**src/rtl/pci_irq_router.sv**
```systemverilog
module pci_irq_router #(
  parameter int NSLOT      = 3,
  parameter int FIRST_SLOT = 29,
  parameter logic [7:0] LINE_OFS = 8'h3C
) (
  input  logic               clk,
  input  logic               rst_n,
  input  logic [1:0]         rst_mode,
  input  logic               alt_variant,
  input  logic               cfg_wr_valid,
  input  logic [15:0]        cfg_wr_addr,
  input  logic [7:0]         cfg_wr_data,
  input  logic [4*NSLOT-1:0] slot_pins,
  output logic [3:0]         irq_out,
  output logic [1:0]         mode
);
  localparam logic [1:0] M_UNDEC  = 2'd0;
  localparam logic [1:0] M_LEGACY = 2'd1;
  localparam logic [1:0] M_GOOD   = 2'd2;

  logic [1:0] slot_m;
  logic [7:0] m27, m91;
  logic       hit;
  logic [1:0] verdict;
  logic       unused_fn;

  assign unused_fn = ^cfg_wr_addr[10:8];
  assign slot_m    = cfg_wr_addr[12:11];
  assign m27       = 8'd27 + {6'd0, slot_m};
  assign m91       = 8'd91 + {6'd0, slot_m};
  assign hit       = cfg_wr_valid && !alt_variant && (mode == M_UNDEC)
                     && (cfg_wr_addr[7:0] == LINE_OFS);

  always_comb begin
    if (cfg_wr_data == 8'd27)
      verdict = (slot_m == 2'd2) ? M_UNDEC : M_LEGACY;
    else if (cfg_wr_data == m27 || cfg_wr_data == m91)
      verdict = M_LEGACY;
    else
      verdict = M_GOOD;
  end

  always_ff @(posedge clk) begin
    if (!rst_n)
      mode <= (rst_mode == 2'd3) ? M_UNDEC : rst_mode;
    else if (hit)
      mode <= verdict;
  end

  always_comb begin
    logic [1:0] rot;
    logic [1:0] idx;
    rot = alt_variant ? 2'd3 : 2'd2;
    irq_out = '0;
    for (int i = 0; i < NSLOT; i++) begin
      for (int p = 0; p < 4; p++) begin
        if (mode == M_LEGACY)
          idx = 2'(p);
        else
          idx = 2'(FIRST_SLOT + i + p) + rot;
        irq_out[idx] = irq_out[idx] | slot_pins[4*i+p];
      end
    end
  end
endmodule

```
**config.mk**
```make
export PLATFORM = sky130hd
export DESIGN_NAME = pci_irq_router
export DESIGN_NICKNAME = d
export VERILOG_FILES = /design/src/rtl/pci_irq_router.sv
export SDC_FILE = /design/constraint.sdc
export NUM_CORES = 1
export LEC_CHECK = 0
export BUFFER_PORTS_ARGS = -buffer_cell sky130_fd_sc_hd__clkbuf_2
export CORE_AREA = 5 5 42 44
export DETAILED_ROUTE_END_ITERATION = 8
export DIE_AREA = 0 0 47 49
export PLACE_DENSITY = 0.83
export SLEW_MARGIN = 20
export SYNTH_ARGS = -nofsm -noshare
export SYNTH_HDL_FRONTEND = slang
export SYNTH_SLANG_ARGS = --single-unit
```
**constraint.sdc**
```tcl
create_clock -name clk -period 2.05 [get_ports clk]
set_clock_uncertainty 0.2 [all_clocks]
set_input_delay 0.41 -clock clk [delete_from_list [all_inputs] [get_ports clk]]
set_output_delay 0.41 -clock clk [all_outputs]
set_load 0.1 [all_outputs]
```
==> flow_summary.yaml <==
flow_run:
  max_cap_violations: 0
layout:
  fillers: 134
  regMostFlops: "mode"
  post-route-util_pct: 59.7
  largest_reg_flops: 2
  diodes: 0
  fin_nets: 149
  area_growth_pct: 109
  layout-drive-gt1-share_pct: 66.0
  reg_top3: "mode: 2 flops"
cts:
  clock_path_buffers: 2
  insertion_delay_ns: 0.22
  cts.htree.levels: 1
  postCtsHoldBufs: 0
  cts_tree: "yes"
  clk_pin_slew_ns: 0.03
  cts-root-buf: "clkbuf_4"
  numClockSinks: 2
  cts_buffers: 3
timing:
  worst_pin_slew_ns: 0.540
  setup_viol: 3
  clock.fmax_mhz: 440
  finalCritPeriodShare_pct: 111
  layout_setup_ws_ns: -0.224
  final_max_slew_viol_count: 0
  fin_crit_ns: 2.27
  max_slew_margin_pct: 64.2
  rsz0062_at_grt: "yes"
  finalHoldViolCount: 0
critical_path:
  worstReg2RegStart: "mode[1]"
  start_kind: "register"
  crit_type: "register to primary output"
  cp.arrival_ns: 1.66
  worst_path_max_delay_cell: "edfxtp_1"
  r2r_cells: 5
  cp_cell_sequence: "buf_6, or2b_4, nor3_2, a21oi_1, o22a_2, buf_12"
  cp-end-kind: "primary output"
  crit_required_ns: 1.44
  critPathBufInv: 2
  rrSetupSlack_ns: 0.26
  r2r_end: "mode[0]"
  path_max_fanout: 3
  critPathMaxStageDelay_ns: 0.43
  cp_top_family: "flip-flops"
min_path:
  min_to: "mode[0]"
  hold_depth: 2
  hold_path.class: "input pin to register"
  min_from: "rst_mode[1]"
route:
  dr.first_iter.drc_count: 4
  ant_nets: 0
  viasPerCell: 5.13
  drcViolationCount: 0
  vias: 610
  drt-total-wl_um: 1520
  firstDrtPassIters: 4
  wire_per_inst_um: 12.8
status:
  outcome: "complete, but fails checks"
  violations: "negative setup slack"
global_route:
  gr-usage-all-layers_pct: 13.6
  grt_max_degree: 7
  antenna_found_initial: 0
  grt_pass1_vias: 633
  grt_pass1_wl_um: 2360
  grt_overflow: 0
yosys:
  yosysSeqAreaShare_pct: 15.0
  synth_warnings: 0
  synth_cell_types: 26
  postSynthCellCount: 50
  synth_fp_nets: 94
  postSynthAreaPerCell_um2: 8.01
  ys_ff_latch: 2
  syn-cell-area_um2: 400
die:
  io_pins: 48
  die_w_um: 47
  core_area_um2: 1400
  start_util_pct: 28.6
  rows: 14
  die_area_um2: 2300
  die_h_um: 49
placed_design:
  finalWeightedCongestion: 0.819
  portBuffers: 41
  pre_cts_slack_ns: -0.0388
  hpwlAfterDp_um: 1230
power:
  p_leak_nw: 0.407
  ir_worst_vdd_uv: 213
  power_density_nw_per_um2: 440
==> layer usage <==
metal	share of wire (%)	GRT usage, %	vias to the layer above
li1	-	-	303
met1	33	15.4	267
met4	1.5	5.99	0
met3	10	4.06	4
met2	55	22.4	36
met5	0	0	-
==> per-stage QoR <==
| stage | hold WS, ns | cell area, um2 | cells | setup TNS [ns] | total power [W] |
|---|---|---|---|---|---|
| 2_1_floorplan | 0.422 | 438 | 50 | -2.61 | 0.000182 |
| 3_3_place_gp | 0.541 | 776 | 115 | -0.0149 | 0.000265 |
| 3_5_place_dp | 0.553 | 776 | 115 | -0.0587 | 0.000270 |
| 4_1_cts | 0.318 | 801 | 118 | -0.608 | 0.000362 |
| 5_1_grt | 0.338 | 837 | 119 | -0.858 | 0.000392 |
| 6_report | 0.325 | 837 | 119 | -0.561 | 0.000368 |
==> cell usage after synthesis <==
cell | instances | area, um2
a21oi_1 | 4 | 20.0
a31oi_1 | 1 | 6.26
and4bb_2 | 1 | 12.5
buf_6 | 2 | 22.5
edfxtp_1 | 2 | 60.1
ha_1 | 2 | 25.0
inv_1 | 4 | 15.0
mux2_2 | 1 | 11.3
mux2i_1 | 1 | 10.0
nand2_1 | 3 | 11.3
nand3_1 | 1 | 5.00
nand4b_1 | 1 | 8.76
nor2_1 | 2 | 7.51
nor2b_1 | 1 | 6.26
nor3_1 | 4 | 20.0
nor4_1 | 4 | 25.0
nor4bb_1 | 2 | 20.0
o21ai_0 | 1 | 5.00
o221ai_1 | 1 | 8.76
o22a_1 | 2 | 17.5
o31ai_1 | 2 | 15.0
o32ai_1 | 1 | 8.76
or2b_1 | 2 | 15.0
or3_1 | 1 | 6.26
or4_4 | 1 | 11.3
xor2_1 | 3 | 26.3
==> how the worst max path moves through the flow <==
stage	depth (start not counted)	from	to	slack [ns]
floorplan	5	mode[0]	irq_out[0]	-0.66
global placement	4	slot_pins[3]	irq_out[3]	-0.01
detailed placement	6	alt_variant	irq_out[0]	-0.04
finish	6	mode[1]	irq_out[2]	-0.22
CTS	6	mode[1]	irq_out[2]	-0.21
global route	6	mode[1]	irq_out[2]	-0.28
==> cell families after synthesis <==
logic type	synth area share, %
XOR/XNOR	6.56
adder cells (fa/ha/maj)	6.25
AND/OR/NAND/NOR	37.2
flip-flops	15.0
multiplexers	5.31
buffers and inverters	9.37
AO/OA/AOI/OAI	20.3
==> power breakdown <==
part / total [W] / internal (W) / switching [W]
combinational: 0.000229 / 0.0000972 / 0.000132
sequential: 0.0000521 / 0.0000493 / 0.00000273
clock: 0.0000873 / 0.0000646 / 0.0000227
==> cells in the final DEF, fill, tap and decap left out, types with 2 or more instances in the layout <==
| cell type | synthesis | layout |
|---|---|---|
| clkbuf_2 | 0 | 37 |
| buf_4 | 0 | 10 |
| inv_1 | 4 | 4 |
| buf_12 | 0 | 4 |
| nor4_1 | 4 | 3 |
| nand2_1 | 3 | 3 |
| a21oi_1 | 4 | 3 |
| xor2_1 | 3 | 3 |
| clkbuf_4 | 0 | 3 |
| nor3_1 | 4 | 2 |
| nor3_2 | 0 | 2 |
| o22a_2 | 0 | 2 |
| nor4bb_1 | 2 | 2 |
| nor2_1 | 2 | 2 |
| ha_1 | 2 | 2 |
| edfxtp_1 | 2 | 2 |
==> cell type report <==
type,count,area (um2),share of cell area (%)
sequential,2,60.1,7.17
timing repair buffer,52,352,42.0
tap,16,20.0,2.39
multi-input combinational,42,368,43.9
clock buffer,3,22.5,2.69
inverter,4,15.0,1.79
==> what timing repair did <==
action / in CTS / in global routing
endpoints found under the hold margin: 0 / 0
setup buffers: 0 / 1
gates resized for setup: 1 / 6
setup endpoints to repair: 4 / 4
pin swaps: 1 / 2
(Power assumes the default switching activity.)
